==> config.mk <==
export PLATFORM = sky130hd
export DESIGN_NAME = txc_status_stack
export DESIGN_NICKNAME = d
export VERILOG_FILES = /design/src/rtl/txc_pkg.sv /design/src/rtl/txc_cmd_decode.sv /design/src/rtl/txc_entry_store.sv /design/src/rtl/txc_tx_gate.sv /design/src/rtl/txc_status_stack.sv
export SDC_FILE = /design/constraint.sdc
export NUM_CORES = 1
export LEC_CHECK = 0
export BUFFER_PORTS_ARGS = -buffer_cell sky130_fd_sc_hd__buf_4
export CORE_MARGIN = 2
export CORE_UTILIZATION = 35
export CTS_CLUSTER_SIZE = 30
export DETAILED_ROUTE_END_ITERATION = 8
export HOLD_SLACK_MARGIN = 0.1
export PLACE_DENSITY = 0.5
export SYNTH_ARGS = -nofsm -noshare
export SYNTH_HDL_FRONTEND = slang
export SYNTH_SLANG_ARGS = --single-unit
==> constraint.sdc <==
create_clock -name clk -period 5.4 [get_ports clk]
set_input_delay 1.08 -clock clk [delete_from_list [all_inputs] [get_ports clk]]
set_output_delay 1.08 -clock clk [all_outputs]
set_load 0.005 [all_outputs]
==> src/rtl/txc_pkg.sv <==
package txc_pkg;

  localparam logic [4:0] OP_GLOBAL_RESET = 5'd0;
  localparam logic [4:0] OP_TX_ON        = 5'd9;
  localparam logic [4:0] OP_TX_OFF       = 5'd10;
  localparam logic [4:0] OP_TX_RESET     = 5'd11;

  typedef struct packed {
    logic irq;
    logic jabber;
    logic underrun;
    logic maxcoll;
  } txc_flags_t;

  function automatic logic [7:0] txc_pack(input txc_flags_t f, input logic ovf);
    return {1'b1, f.irq, f.jabber, f.underrun, f.maxcoll, ovf, 2'b00};
  endfunction

endpackage

==> src/rtl/txc_cmd_decode.sv <==
module txc_cmd_decode
  import txc_pkg::*;
(
  input  logic       cmd_valid,
  input  logic [4:0] cmd_op,
  output logic       glob_rst,
  output logic       tx_rst,
  output logic       tx_on,
  output logic       tx_off
);

  always_comb begin
    glob_rst = cmd_valid && (cmd_op == OP_GLOBAL_RESET);
    tx_rst   = cmd_valid && (cmd_op == OP_TX_RESET);
    tx_on    = cmd_valid && (cmd_op == OP_TX_ON);
    tx_off   = cmd_valid && (cmd_op == OP_TX_OFF);
  end

endmodule

==> src/rtl/txc_entry_store.sv <==
module txc_entry_store
  import txc_pkg::*;
#(
  parameter int DEPTH = 4
) (
  input  logic       clk,
  input  logic       rst,
  input  logic       flush,
  input  logic       push,
  input  txc_flags_t push_flags,
  input  logic       pop_req,
  output logic       nxt_valid,
  output txc_flags_t nxt_flags,
  output logic       nxt_ovf
);

  localparam int AW = (DEPTH > 1) ? $clog2(DEPTH) : 1;
  localparam int CW = $clog2(DEPTH + 1);
  localparam logic [AW-1:0] LAST = AW'(DEPTH - 1);

  txc_flags_t mem [DEPTH];

  logic [AW-1:0]    head_q, tail_q, head_n, tail_n, newest;
  logic [CW-1:0]    cnt_q, cnt_n;
  logic [DEPTH-1:0] ovf_q, ovf_n;
  logic             full, nonempty, do_pop, do_wr, do_ovf;

  function automatic logic [AW-1:0] bump(input logic [AW-1:0] p);
    return (p == LAST) ? '0 : p + AW'(1);
  endfunction

  always_comb begin
    full     = (cnt_q == CW'(DEPTH));
    nonempty = (cnt_q != '0);
    do_pop   = pop_req && nonempty && !flush;
    do_wr    = push && !flush && (!full || do_pop);
    do_ovf   = push && !flush && full && !do_pop;
    newest   = (tail_q == '0) ? LAST : tail_q - AW'(1);

    head_n = flush ? '0 : (do_pop ? bump(head_q) : head_q);
    tail_n = flush ? '0 : (do_wr  ? bump(tail_q) : tail_q);

    if (flush)                cnt_n = '0;
    else if (do_wr && !do_pop) cnt_n = cnt_q + CW'(1);
    else if (!do_wr && do_pop) cnt_n = cnt_q - CW'(1);
    else                       cnt_n = cnt_q;

    ovf_n = flush ? '0 : ovf_q;
    if (do_ovf) ovf_n[newest] = 1'b1;
    if (do_wr)  ovf_n[tail_q] = 1'b0;

    nxt_valid = (cnt_n != '0);
    nxt_flags = (do_wr && (tail_q == head_n)) ? push_flags : mem[head_n];
    nxt_ovf   = ovf_n[head_n];
  end

  always_ff @(posedge clk) begin
    if (do_wr) mem[tail_q] <= push_flags;
  end

  always_ff @(posedge clk) begin
    if (rst) begin
      head_q <= '0;
      tail_q <= '0;
      cnt_q  <= '0;
      ovf_q  <= '0;
    end else begin
      head_q <= head_n;
      tail_q <= tail_n;
      cnt_q  <= cnt_n;
      ovf_q  <= ovf_n;
    end
  end

endmodule

==> src/rtl/txc_tx_gate.sv <==
module txc_tx_gate (
  input  logic clk,
  input  logic rst,
  input  logic glob_rst,
  input  logic tx_rst,
  input  logic tx_on,
  input  logic tx_off,
  input  logic err_evt,
  output logic tx_halted
);

  logic on_q, on_n, lock_q, lock_n;

  always_comb begin
    on_n   = on_q;
    lock_n = lock_q;
    if (glob_rst) begin
      on_n   = 1'b0;
      lock_n = 1'b0;
    end else if (tx_rst) begin
      lock_n = 1'b0;
    end else begin
      if (tx_on)   on_n   = 1'b1;
      if (tx_off)  on_n   = 1'b0;
      if (err_evt) lock_n = 1'b1;
    end
  end

  always_ff @(posedge clk) begin
    if (rst) begin
      on_q      <= 1'b0;
      lock_q    <= 1'b0;
      tx_halted <= 1'b1;
    end else begin
      on_q      <= on_n;
      lock_q    <= lock_n;
      tx_halted <= !on_n || lock_n;
    end
  end

endmodule

==> src/rtl/txc_status_stack.sv <==
module txc_status_stack
  import txc_pkg::*;
#(
  parameter int DEPTH = 4
) (
  input  logic       clk,
  input  logic       rst,
  input  logic       cmd_valid,
  input  logic [4:0] cmd_op,
  input  logic       done_valid,
  input  logic       done_irq_req,
  input  logic       done_jabber,
  input  logic       done_underrun,
  input  logic       done_maxcoll,
  input  logic       pop,
  output logic [7:0] status_byte,
  output logic       tx_cause,
  output logic       tx_halted
);

  logic       glob_rst, tx_rst, tx_on, tx_off;
  logic       nxt_valid, nxt_ovf;
  txc_flags_t in_flags, nxt_flags;

  assign in_flags = '{irq: done_irq_req, jabber: done_jabber,
                      underrun: done_underrun, maxcoll: done_maxcoll};

  txc_cmd_decode u_dec (
    .cmd_valid (cmd_valid),
    .cmd_op    (cmd_op),
    .glob_rst  (glob_rst),
    .tx_rst    (tx_rst),
    .tx_on     (tx_on),
    .tx_off    (tx_off)
  );

  txc_entry_store #(.DEPTH(DEPTH)) u_store (
    .clk        (clk),
    .rst        (rst),
    .flush      (glob_rst || tx_rst),
    .push       (done_valid),
    .push_flags (in_flags),
    .pop_req    (pop),
    .nxt_valid  (nxt_valid),
    .nxt_flags  (nxt_flags),
    .nxt_ovf    (nxt_ovf)
  );

  txc_tx_gate u_gate (
    .clk       (clk),
    .rst       (rst),
    .glob_rst  (glob_rst),
    .tx_rst    (tx_rst),
    .tx_on     (tx_on),
    .tx_off    (tx_off),
    .err_evt   (done_valid && (done_jabber || done_underrun)),
    .tx_halted (tx_halted)
  );

  always_ff @(posedge clk) begin
    if (rst) begin
      status_byte <= 8'h00;
      tx_cause    <= 1'b0;
    end else begin
      status_byte <= nxt_valid ? txc_pack(nxt_flags, nxt_ovf) : 8'h00;
      tx_cause    <= nxt_valid && (nxt_flags.irq || nxt_flags.jabber ||
                     nxt_flags.underrun || nxt_flags.maxcoll || nxt_ovf);
    end
  end

endmodule

==> impl_metrics.env, run 1 <==
export IMPL_status="complete, no violations"
export IMPL_synthesis_area_mm2=0.00188
export IMPL_path_max_fanout=11
export IMPL_grt_usage_pct=14.8
export IMPL_grt_max_degree=18
export IMPL_synth_ff_type="dfxtp_1"
export IMPL_dpl_cell_area_mm2=0.00209
export IMPL_slew_violations=0
export IMPL_cts_buffers_inserted=5
export IMPL_pwr_share_clk_pct=28.4
export IMPL_pwr_share_comb_pct=36.7
export IMPL_muxShareOfSynthArea_pct=2.46
export IMPL_max_clock_path_buffers=2
export IMPL_seq_area_um2=901
export IMPL_cts_max_level=2
export IMPL_nets=238
export IMPL_p_sw_mw=0.332
export IMPL_cp_start_kind="primary input"
export IMPL_first_pass_iters=5
export IMPL_synth_fa_ha_area_share_pct=6.65
export IMPL_synth_xor_area_share_pct=0.931
export IMPL_hold_viol=0
export IMPL_antennaDiodeCount=0
export IMPL_finalCritPeriodShare_pct=55.7
export IMPL_crit_path_end_kind="flop"
export IMPL_tightest_slew_ps=762
export IMPL_fmax_ghz=0.333
export IMPL_power_density_mw_per_mm2=462
export IMPL_rsz0062_at_grt="false"
export IMPL_holdWs_ps=462
export IMPL_worstHoldPathType="reg2reg"
export IMPL_grt_pass1_vias=1340
export IMPL_slew_headroom_pct=48.9
export IMPL_fin_crit_ps=3010
export IMPL_max_cap_violations=0
export IMPL_clk_pin_slew_ps=80
export IMPL_leakage_nw=0.887
export IMPL_cp_data_required_time_ps=5620
export IMPL_port_buffers=21
export IMPL_ir_drop_mv=0.153
export IMPL_std_cell_rows=26
export IMPL_cts_tree="built"
export IMPL_synth_top_family_by_area="simple AND/OR/NAND/NOR gates"
export IMPL_dieArea_mm2=0.00598
export IMPL_netlist_top_cells_area="edfxtp_1, dfxtp_1, ha_1"
export IMPL_avgViaCountPerCell=5.11
export IMPL_clock_tree_root_cell="clkbuf_8"
export IMPL_yosys_area_top_type="edfxtp_1"
export IMPL_drive_above_1_share_pct=18.6
export IMPL_areaGrowthSynthToFinish_pct=18.4
export IMPL_yosysTopAreaCellShare_pct=25.5
export IMPL_synth_simple_area_share_pct=20.1
export IMPL_power_internal_mw=0.697
export IMPL_syn_mean_instance_area_um2=9.80
export IMPL_report_final_setup_viol=0
export IMPL_drt_total_wl_mm=4.17
export IMPL_routedWlPerCell_um=14.6
export IMPL_ant_nets=0
export IMPL_ys_warn_count=0
export IMPL_gp_congestion=0.826
export IMPL_cts_sinks=37
export IMPL_final_area_mm2=0.00223
export IMPL_seq_power_share_pct=34.9
export IMPL_synth_compound_area_share_pct=18.0
export IMPL_synthArstFlopShare_pct=0
export IMPL_die_w_um=77.3
export IMPL_netlist_instances=192
export IMPL_arrival_ps=3230
export IMPL_clkLatencyLatePin_ps=290
export IMPL_synth_cell_types=52
export IMPL_ys_seq_area_share_pct=47.9
export IMPL_hpwlAfterDp_mm=3.15
export IMPL_multi_input_area_um2=913
export IMPL_start_util_pct=36.6
export IMPL_antenna_found_initial=0
export IMPL_post_cts_setup_buffers=0
export IMPL_fin_util_pct=43.3
export IMPL_grt_overflow_total=0
export IMPL_n_fill_cell=550
export IMPL_worstSetupPathType="in2reg"
export IMPL_grt_pass1_wl_mm=6.84
export IMPL_drc=0
export IMPL_clock_skew_ps=7.33
export IMPL_fp_coreArea_mm2=0.00514
export IMPL_ctsHoldBuffers=0
export IMPL_fp_dieH_um=77.3
export IMPL_vias=1456
export IMPL_first_iter_violations=123
export IMPL_ys_ff_latch=37
export IMPL_cts_resized=0
export IMPL_swShare_pct=32.2
export IMPL_ios=24
export IMPL_setup_tns_ps=0
export IMPL_synth_edf_count=16
final cells by class:
| cell class | count | share of cell area, % |
|---|---|---|
| tap | 70 | 3.93 |
| clock inverter | 3 | 3.09 |
| sequential | 37 | 40.4 |
| timing repair buffer | 21 | 7.08 |
| multi-input combinational | 141 | 41.0 |
| inverter | 8 | 1.35 |
| clock buffer | 5 | 3.09 |
layer usage:
| layer | track usage (%) | wire length, µm | vias to the layer above |
|---|---|---|---|
| met5 | 0 | 0 | - |
| met4 | 4.82 | 38 | 0 |
| met3 | 3.29 | 276 | 6 |
| met2 | 23.0 | 1930 | 58 |
| met1 | 20.5 | 1920 | 664 |
| li1 | - | - | 728 |
power groups by stage:
| stage | Combinational (mW) | Clock [mW] | Sequential (mW) |
|---|---|---|---|
| 2_1_floorplan | 0.279 | 0 | 0.365 |
| 3_3_place_gp | 0.375 | 0 | 0.364 |
| 3_5_place_dp | 0.377 | 0 | 0.365 |
| 4_1_cts | 0.379 | 0.300 | 0.359 |
| 5_1_grt | 0.422 | 0.316 | 0.365 |
| 6_report | 0.378 | 0.292 | 0.359 |
worst max-delay path, stage by stage:
cell	delay, ps
buf_4	120
and3_1	180
o21ai_1	610
and3_1	370
o221ai_1	290
o311ai_0	240
a21boi_1	150
a41oi_2	170
flip-flops by register name, summed over array words and instances (netlist names):
name	count
status_byte	6
u_gate.lock_q	1
u_store.head_q	2
tx_cause	1
u_gate.tx_halted	1
u_store.ovf_q	4
u_store.tail_q	2
u_store.mem	16
u_gate.on_q	1
u_store.cnt_q	3
cells by family after synthesis:
logic type,count (synthesis)
compound gates,49
xor+xnor,2
fa+ha+maj,10
buf+inv,15
flops,37
mux,4
other cells,1
simple gates,74
layout by cell type, fill, tap and decap left out, types with 3 or more instances in the layout:
master / synthesis / layout
inv_1: 8 / 8
and3_1: 5 / 5
o21ai_0: 6 / 6
nand2_1: 11 / 11
a21oi_1: 16 / 16
buf_4: 2 / 21
edfxtp_1: 16 / 16
nand3_1: 3 / 3
nor2_1: 29 / 29
ha_1: 10 / 10
o21ai_1: 3 / 3
a211oi_1: 3 / 3
dfxtp_1: 21 / 21
and2_1: 4 / 4
clkbuf_8: 0 / 5
nor3_1: 3 / 3
nor2b_1: 5 / 5
o31ai_1: 3 / 3
synth_stat cells, types with 3 or more instances:
library cell and count:
a211oi_1 3, a21oi_1 16, and2_1 4, and3_1 5, clkbuf_1 4, dfxtp_1 21, edfxtp_1 16, ha_1 10
inv_1 8, nand2_1 11, nand3_1 3, nor2_1 29, nor2b_1 5, nor3_1 3, o21ai_0 6, o21ai_1 3
o31ai_1 3
stage by stage:
step	std cells	total power [mW]	setup WS, ps
floorplan	193	0.644	2770
global placement	277	0.739	2210
detailed placement	277	0.742	2130
CTS	285	1.04	2430
global route	285	1.10	2220
finish	285	1.03	2390
final timing paths:
| check | slack (ps) | startpoint | cells past startpoint | to |
|---|---|---|---|---|
| max reg2reg | 2900 | u_store.cnt_q[1] | 9 | tx_cause |
| max | 2390 | cmd_op[3] | 8 | tx_cause |
| min reg2reg | 460 | u_gate.lock_q | 2 | u_gate.lock_q |
| min | 460 | u_gate.lock_q | 2 | u_gate.lock_q |
Power figures use the tool's default switching activity.
==> inputs of run 2 (changes only) <==
--- a/config.mk
+++ b/config.mk
@@ -5,13 +5,14 @@
 export SDC_FILE = /design/constraint.sdc
 export NUM_CORES = 1
 export LEC_CHECK = 0
+export ABC_AREA = 1
 export BUFFER_PORTS_ARGS = -buffer_cell sky130_fd_sc_hd__buf_4
 export CORE_MARGIN = 2
 export CORE_UTILIZATION = 35
 export CTS_CLUSTER_SIZE = 30
 export DETAILED_ROUTE_END_ITERATION = 8
 export HOLD_SLACK_MARGIN = 0.1
-export PLACE_DENSITY = 0.5
+export PLACE_DENSITY = 0.49
 export SYNTH_ARGS = -nofsm -noshare
 export SYNTH_HDL_FRONTEND = slang
 export SYNTH_SLANG_ARGS = --single-unit
==> constraint.sdc (replaced) <==
create_clock -name clk -period 2.8 [get_ports clk]
set_input_delay 0.56 -clock clk [delete_from_list [all_inputs] [get_ports clk]]
set_output_delay 0.56 -clock clk [all_outputs]
set_load 0.005 [all_outputs]
==> run 2 against run 1 <==
  * Sequential cell count is the same
  * Power grew 69%
  * Worst hold slack gained 17 ps
  * Worst setup slack lost 1600 ps
  * Global-route usage grew 0.39 points
  * Design area grew 5.6%
  * Non-clock buffer count is the same
  * First-iteration DRC count shrank 62%
  * Die area grew 8.1%
  * Clock power grew 27%
  * Count of clock-buffer cells in the layout is the same
  * Combinational power grew 79%
  * Critical path type is now reg2reg
==> impl_metrics.env, run 2 <==
export IMPL_preCtsSetupSlack_ps=680
export IMPL_gp_congestion=0.878
export IMPL_clock_tree_root_cell="clkbuf_8"
export IMPL_pwr_share_clk_pct=21.4
export IMPL_hpwlAfterDp_mm=3.28
export IMPL_largest_register="u_store.mem"
export IMPL_swShare_pct=37.9
export IMPL_seq_power_share_pct=39.7
export IMPL_path_max_fanout=9
export IMPL_power_density_mw_per_mm2=738
export IMPL_clock_skew_ps=9.93
export IMPL_crit_buf_inv=1
export IMPL_std_cell_rows=27
export IMPL_cpMaxStageDelayCell="dfxtp_1"
export IMPL_cp_data_required_time_ps=2990
export IMPL_first_iter_violations=47
export IMPL_syn_mean_instance_area_um2=8.01
export IMPL_fin_crit_ps=2050
export IMPL_setup_slack_ps=748
export IMPL_grt_max_degree=13
export IMPL_start_util_pct=36.7
export IMPL_cp_start_kind="flop"
export IMPL_setup_tns_ps=0
export IMPL_grt_pass1_wl_mm=7.40
export IMPL_final_common_cell="nand2_1"
export IMPL_routedWlPerCell_um=12.3
export IMPL_ys_warn_count=0
export IMPL_ys_ff_latch=37
export IMPL_fp_coreArea_mm2=0.00557
export IMPL_synth_ff_type="dfxtp_1"
export IMPL_report_final_setup_viol=0
export IMPL_final_cell_mix="nand2_1, inv_1, nor2_1"
export IMPL_drt_total_wl_mm=4.35
export IMPL_power_internal_mw=1.08
export IMPL_worstSetupPathType="reg2reg"
export IMPL_grt_usage_pct=15.2
export IMPL_cts_resized=0
export IMPL_ctsHoldBuffers=0
export IMPL_max_clock_path_buffers=2
export IMPL_largest_register_ff_count=16
export IMPL_p_sw_mw=0.658
export IMPL_status="complete, no violations"
export IMPL_path_cells="inv_1, ha_1, nand2_2, nand2_2, nand2_1, o21ai_2, nor2_4, nand2_1, nand2_1, nand2_1, nand2_1, nand2_1, nor2_1, nand2_1, nand2_1, nand2_1"
export IMPL_clk_pin_slew_ps=80
export IMPL_ir_drop_mv=0.335
export IMPL_areaGrowthSynthToFinish_pct=15.1
export IMPL_cts_tree="built"
export IMPL_synthesis_area_mm2=0.00204
export IMPL_die_w_um=80.4
export IMPL_finalCritPeriodShare_pct=73.3
export IMPL_ys_seq_area_share_pct=44.1
export IMPL_port_buffers=21
export IMPL_grt_pass1_vias=1533
export IMPL_crit_path_end_kind="flop"
export IMPL_dieArea_mm2=0.00646
export IMPL_netlist_instances=255
export IMPL_max_cap_violations=0
export IMPL_ant_nets=0
export IMPL_antennaDiodeCount=0
export IMPL_synthArstFlopShare_pct=0
export IMPL_hold_viol=0
export IMPL_ys_top_cells_by_count="nand2_1, inv_1, nor2_1"
export IMPL_cp_top_family="simple AND/OR/NAND/NOR gates"
export IMPL_rsz0062_at_grt="false"
export IMPL_largestRegisters="u_store.mem x16, status_byte x6, u_store.ovf_q x4"
export IMPL_synth_cell_types=29
export IMPL_vias=1596
export IMPL_ios=24
export IMPL_slowest_delay_ps=360
export IMPL_arrival_ps=2240
export IMPL_cts_sinks=37
export IMPL_synth_most_common_cell="nand2_1"
export IMPL_cpMostUsedCell="nand2_1"
export IMPL_yosysTopAreaCellShare_pct=23.5
export IMPL_nets=304
export IMPL_cts_max_level=2
export IMPL_worstHoldPathType="in2reg"
export IMPL_grt_overflow_total=0
export IMPL_avgViaCountPerCell=4.52
export IMPL_drive_above_1_share_pct=21.4
export IMPL_slew_violations=0
export IMPL_fmax_ghz=0.487
export IMPL_first_pass_iters=4
export IMPL_antenna_found_initial=0
export IMPL_pwr_share_comb_pct=38.9
export IMPL_post_cts_setup_buffers=0
export IMPL_yosys_area_top_type="edfxtp_1"
export IMPL_n_fill_cell=596
export IMPL_clkLatencyLatePin_ps=290
export IMPL_drc=0
export IMPL_cts_buffers_inserted=5
export IMPL_fp_dieH_um=80.4
export IMPL_synth_edf_count=16
export IMPL_leakage_nw=1.17
export IMPL_netlist_top_cells_area="edfxtp_1, dfxtp_1, nand2_1"
[run 2: cell types whose count changed after synthesis, sizes merged, moves of 3 or more]
cell and delta:
clkbuf -4, nor2 +9, nand2 +69, a211oi -3, nand3 +26, nor2b -6, and3 -5, and2 -5
o21ai -4, inv +34, a21oi -16, o31ai -3
[run 2: per-stage QoR]
step	cell area, µm²	hold slack, ps	std cells	total power [mW]	utilization, %
after floorplan	2050	463	256	1.17	-
after global placement	2260	491	345	1.39	40.6
after detailed placement	2260	488	345	1.38	40.6
after CTS	2350	471	353	1.76	42.2
after global routing	2350	469	353	1.88	42.2
final	2350	478	353	1.73	42.2
[run 2: worst paths after layout]
check	from	endpoint	slack (ps)	cells past startpoint
worst max-delay path	u_store.cnt_q[0]	tx_cause	750	16
worst min-delay path	done_maxcoll	u_store.mem[1][0]	480	1
worst max register to register	u_store.cnt_q[0]	tx_cause	750	16
worst min register to register	u_gate.lock_q	u_gate.tx_halted	510	2
[run 2: cells by family (layout without fill, tap and decap cells)]
family | after synthesis | in the layout | share of synthesized area [%]
adders and majority gates | 10 | 10 | 6.12
buffers and inverters | 47 | 72 | 9.67
DFF | 37 | 37 | 44.1
AOI/OAI and AO/OA | 9 | 9 | 2.88
xor gates and xnor gates | 1 | 1 | 0.429
and+or+nand+nor | 150 | 150 | 36.6
other | 1 | 2 | 0.184
[run 2: worst reg2reg max path, stage by stage (launching register included)]
cell and delay [ps]:
dfxtp_1 360, inv_1 90, ha_1 220, nand2_2 90
nand2_2 90, nand2_1 90, o21ai_2 110, nor2_4 260
nand2_1 90, nand2_1 80, nand2_1 80, nand2_1 70
nand2_1 60, nor2_1 100, nand2_1 50, nand2_1 50
nand2_1 50
[run 2: metal layers]
| metal | share of wire, % | GRT usage (%) | vias up | wire length (µm) |
|---|---|---|---|---|
| met4 | 1.4 | 5.08 | 0 | 61 |
| met2 | 45 | 24.2 | 18 | 1980 |
| met5 | 0 | 0 | - | 0 |
| li1 | - | - | 838 | - |
| met3 | 2.9 | 3.71 | 9 | 125 |
| met1 | 50 | 20.3 | 731 | 2180 |
[run 2: power groups by stage]
stage / Combinational [mW] / Clock [mW] / Sequential [mW]
finish: 0.675 / 0.372 / 0.689
global route: 0.778 / 0.404 / 0.697
CTS: 0.684 / 0.384 / 0.691
detailed placement: 0.680 / 0 / 0.703
global placement: 0.685 / 0 / 0.701
floorplan: 0.472 / 0 / 0.702
[run 2: area by class of cell]
cell class / instances / area, µm² / share of cell area, %
clock buffer: 5 / 68.8 / 2.93
clock inverter: 3 / 17.5 / 0.745
inverter: 43 / 168 / 7.13
multi-input combinational: 172 / 948 / 40.3
sequential: 37 / 901 / 38.3
tap: 72 / 90.1 / 3.83
timing repair buffer: 21 / 158 / 6.71
==> inputs of run 3 (changes only) <==
--- a/config.mk
+++ b/config.mk
@@ -5,14 +5,14 @@
 export SDC_FILE = /design/constraint.sdc
 export NUM_CORES = 1
 export LEC_CHECK = 0
-export ABC_AREA = 1
+export ABC_AREA = 0
 export BUFFER_PORTS_ARGS = -buffer_cell sky130_fd_sc_hd__buf_4
 export CORE_MARGIN = 2
 export CORE_UTILIZATION = 35
 export CTS_CLUSTER_SIZE = 30
 export DETAILED_ROUTE_END_ITERATION = 8
 export HOLD_SLACK_MARGIN = 0.1
-export PLACE_DENSITY = 0.49
+export PLACE_DENSITY = 0.5
 export SYNTH_ARGS = -nofsm -noshare
 export SYNTH_HDL_FRONTEND = slang
 export SYNTH_SLANG_ARGS = --single-unit
==> constraint.sdc (replaced) <==
create_clock -name clk -period 2.07 [get_ports clk]
set_input_delay 0.414 -clock clk [delete_from_list [all_inputs] [get_ports clk]]
set_output_delay 0.414 -clock clk [all_outputs]
set_load 0.005 [all_outputs]
==> run 3 against run 2 <==
  * The flow now finishes with violations (setup timing)
  * Highest routed layer unchanged
  * Sequential cell count unchanged
  * Fmax decreased by 4.1%
  * Utilization up 7.1 points
==> impl_metrics.env, run 3 (synthesized netlist as in run 1, its figures left out) <==
export IMPL_wl_met1_mm=2.19
export IMPL_highest_layer="met4"
export IMPL_slew_violations=0
export IMPL_pwr_share_clk_pct=24.6
export IMPL_dieArea_mm2=0.00598
export IMPL_power_internal_mw=2.13
export IMPL_status="finished with violations"
export IMPL_cp_top_family="simple AND/OR/NAND/NOR gates"
export IMPL_wl_met2_mm=2.13
export IMPL_final_common_cell="buf_4"
export IMPL_vias=1590
export IMPL_clock_tree_root_cell="clkbuf_8"
export IMPL_grt_usage_pct=16.4
export IMPL_leakage_nw=1.06
export IMPL_cp_data_required_time_ps=2240
export IMPL_final_area_mm2=0.00253
export IMPL_ir_drop_mv=0.432
export IMPL_fp_dieH_um=77.3
export IMPL_areaGrowthSynthToFinish_pct=34.6
export IMPL_port_buffers=21
export IMPL_drt_total_wl_mm=4.59
export IMPL_p_sw_mw=0.987
export IMPL_n_fill_cell=501
export IMPL_cts_sinks=37
export IMPL_cp_start_kind="flop"
export IMPL_violations="setup timing"
export IMPL_clkLatencyLatePin_ps=300
export IMPL_clk_pin_slew_ps=80
export IMPL_fin_crit_ps=2140
export IMPL_cpMaxStageDelayCell="dfxtp_2"
export IMPL_arrival_ps=2310
export IMPL_fp_coreArea_mm2=0.00514
export IMPL_antennaDiodeCount=0
export IMPL_path_max_fanout=5
export IMPL_wl_met3_um=180
export IMPL_largestRegisters="u_store.mem x16, status_byte x6, u_store.ovf_q x4"
export IMPL_path_cells="inv_2, ha_4, or2b_4, nand3_2, and2_4, mux2_4, a222oi_1, buf_4, a22o_4, a41oi_2"
export IMPL_first_iter_violations=63
export IMPL_max_clock_path_buffers=2
export IMPL_holdWs_ps=310
export IMPL_setup_tns_ps=-76.5
export IMPL_power_density_mw_per_mm2=1230
export IMPL_finalCritPeriodShare_pct=103
export IMPL_first_pass_iters=4
export IMPL_start_util_pct=36.6
export IMPL_gp_congestion=0.804
export IMPL_nets=270
export IMPL_antenna_found_initial=0
export IMPL_ctsHoldBuffers=0
export IMPL_die_w_um=77.3
export IMPL_grt_pass1_wl_mm=7.60
export IMPL_crit_path_end_kind="flop"
export IMPL_pwr_share_comb_pct=45.5
export IMPL_cts_max_level=2
export IMPL_swShare_pct=31.7
export IMPL_largest_register="u_store.mem"
export IMPL_final_cell_mix="buf_4, nor2_1, dfxtp_1"
export IMPL_grt_max_degree=18
export IMPL_largest_register_ff_count=16
export IMPL_routedWlPerCell_um=14.5
export IMPL_cts_tree="built"
export IMPL_grt_pass1_vias=1531
export IMPL_total_power_mw=3.11
export IMPL_drive_above_1_share_pct=33.2
export IMPL_cts_buffers_inserted=5
export IMPL_fmax_ghz=0.467
export IMPL_worstSetupPathType="reg2reg"
export IMPL_slowest_delay_ps=330
export IMPL_drc=0
export IMPL_worstHoldPathType="in2reg"
export IMPL_hold_viol=0
export IMPL_dpl_cell_area_mm2=0.00233
export IMPL_crit_buf_inv=2
export IMPL_grt_overflow_total=0
export IMPL_clock_skew_ps=8.34
export IMPL_setup_slack_ps=-70.6
export IMPL_ios=24
export IMPL_seq_power_share_pct=29.9
export IMPL_ant_nets=0
export IMPL_avgViaCountPerCell=5.02
export IMPL_std_cell_rows=26
export IMPL_max_cap_violations=0
export IMPL_rsz0062_at_grt="true"
export IMPL_report_final_setup_viol=2
export IMPL_hpwlAfterDp_mm=3.59
run 3: repair_timing:
action                                  CTS  global route
pin swaps                                 3             4
buffers inserted                          0             2
endpoints found under the setup margin    4             7
gates cloned                              0             0
resized for setup                         1            13
run 3: path summary, 6_finish.rpt:
| check | startpoint | endpoint | slack [ps] | cells past startpoint |
|---|---|---|---|---|
| setup / recovery | u_store.cnt_q[0] | tx_cause | -70 | 10 |
| hold / removal | rst | u_gate.on_q | 310 | 2 |
| setup reg to reg | u_store.cnt_q[0] | tx_cause | -70 | 10 |
| hold reg to reg | u_gate.lock_q | u_gate.lock_q | 470 | 2 |
run 3: power groups by stage:
stage / clock network (mW) / registers, mW / logic, mW
floorplan: 0 / 0.955 / 0.747
global placement: 0 / 0.943 / 1.25
detailed placement: 0 / 0.946 / 1.27
CTS: 0.782 / 0.929 / 1.29
global route: 0.818 / 0.947 / 1.55
finish: 0.767 / 0.932 / 1.42
run 3: cell type report:
type | instances | area (µm²) | area share [%]
clock buffer | 5 | 68.8 | 2.72
clock inverter | 3 | 68.8 | 2.72
inverter | 8 | 30.0 | 1.19
multi-input combinational | 141 | 968 | 38.2
sequential | 37 | 903 | 35.7
tap | 70 | 87.6 | 3.46
timing repair buffer | 53 | 405 | 16.0
run 3: worst register-to-register path: cells and delay by family (launching register included):
family | cells | cell delay (ps)
simple gates | 3 | 540
buf+inv | 2 | 250
compound gates | 3 | 460
flops | 1 | 330
fa+ha+maj | 1 | 140
mux | 1 | 300
run 3: metal layers:
layer  up-vias  global-route usage, %
li1        791                      -
met1       755                   22.2
met2        36                   25.5
met3         8                   4.24
met4         0                   5.18
met5         -                      0
run 3: per-stage QoR:
step | setup slack, ps | utilization (%) | std cells
global placement | -120 | 45.3 | 307
finish | -70.6 | 49.3 | 317
detailed placement | -165 | 45.3 | 307
global route | -158 | 49.3 | 317
CTS | -112 | 48.1 | 315
floorplan | -49.7 | - | 193
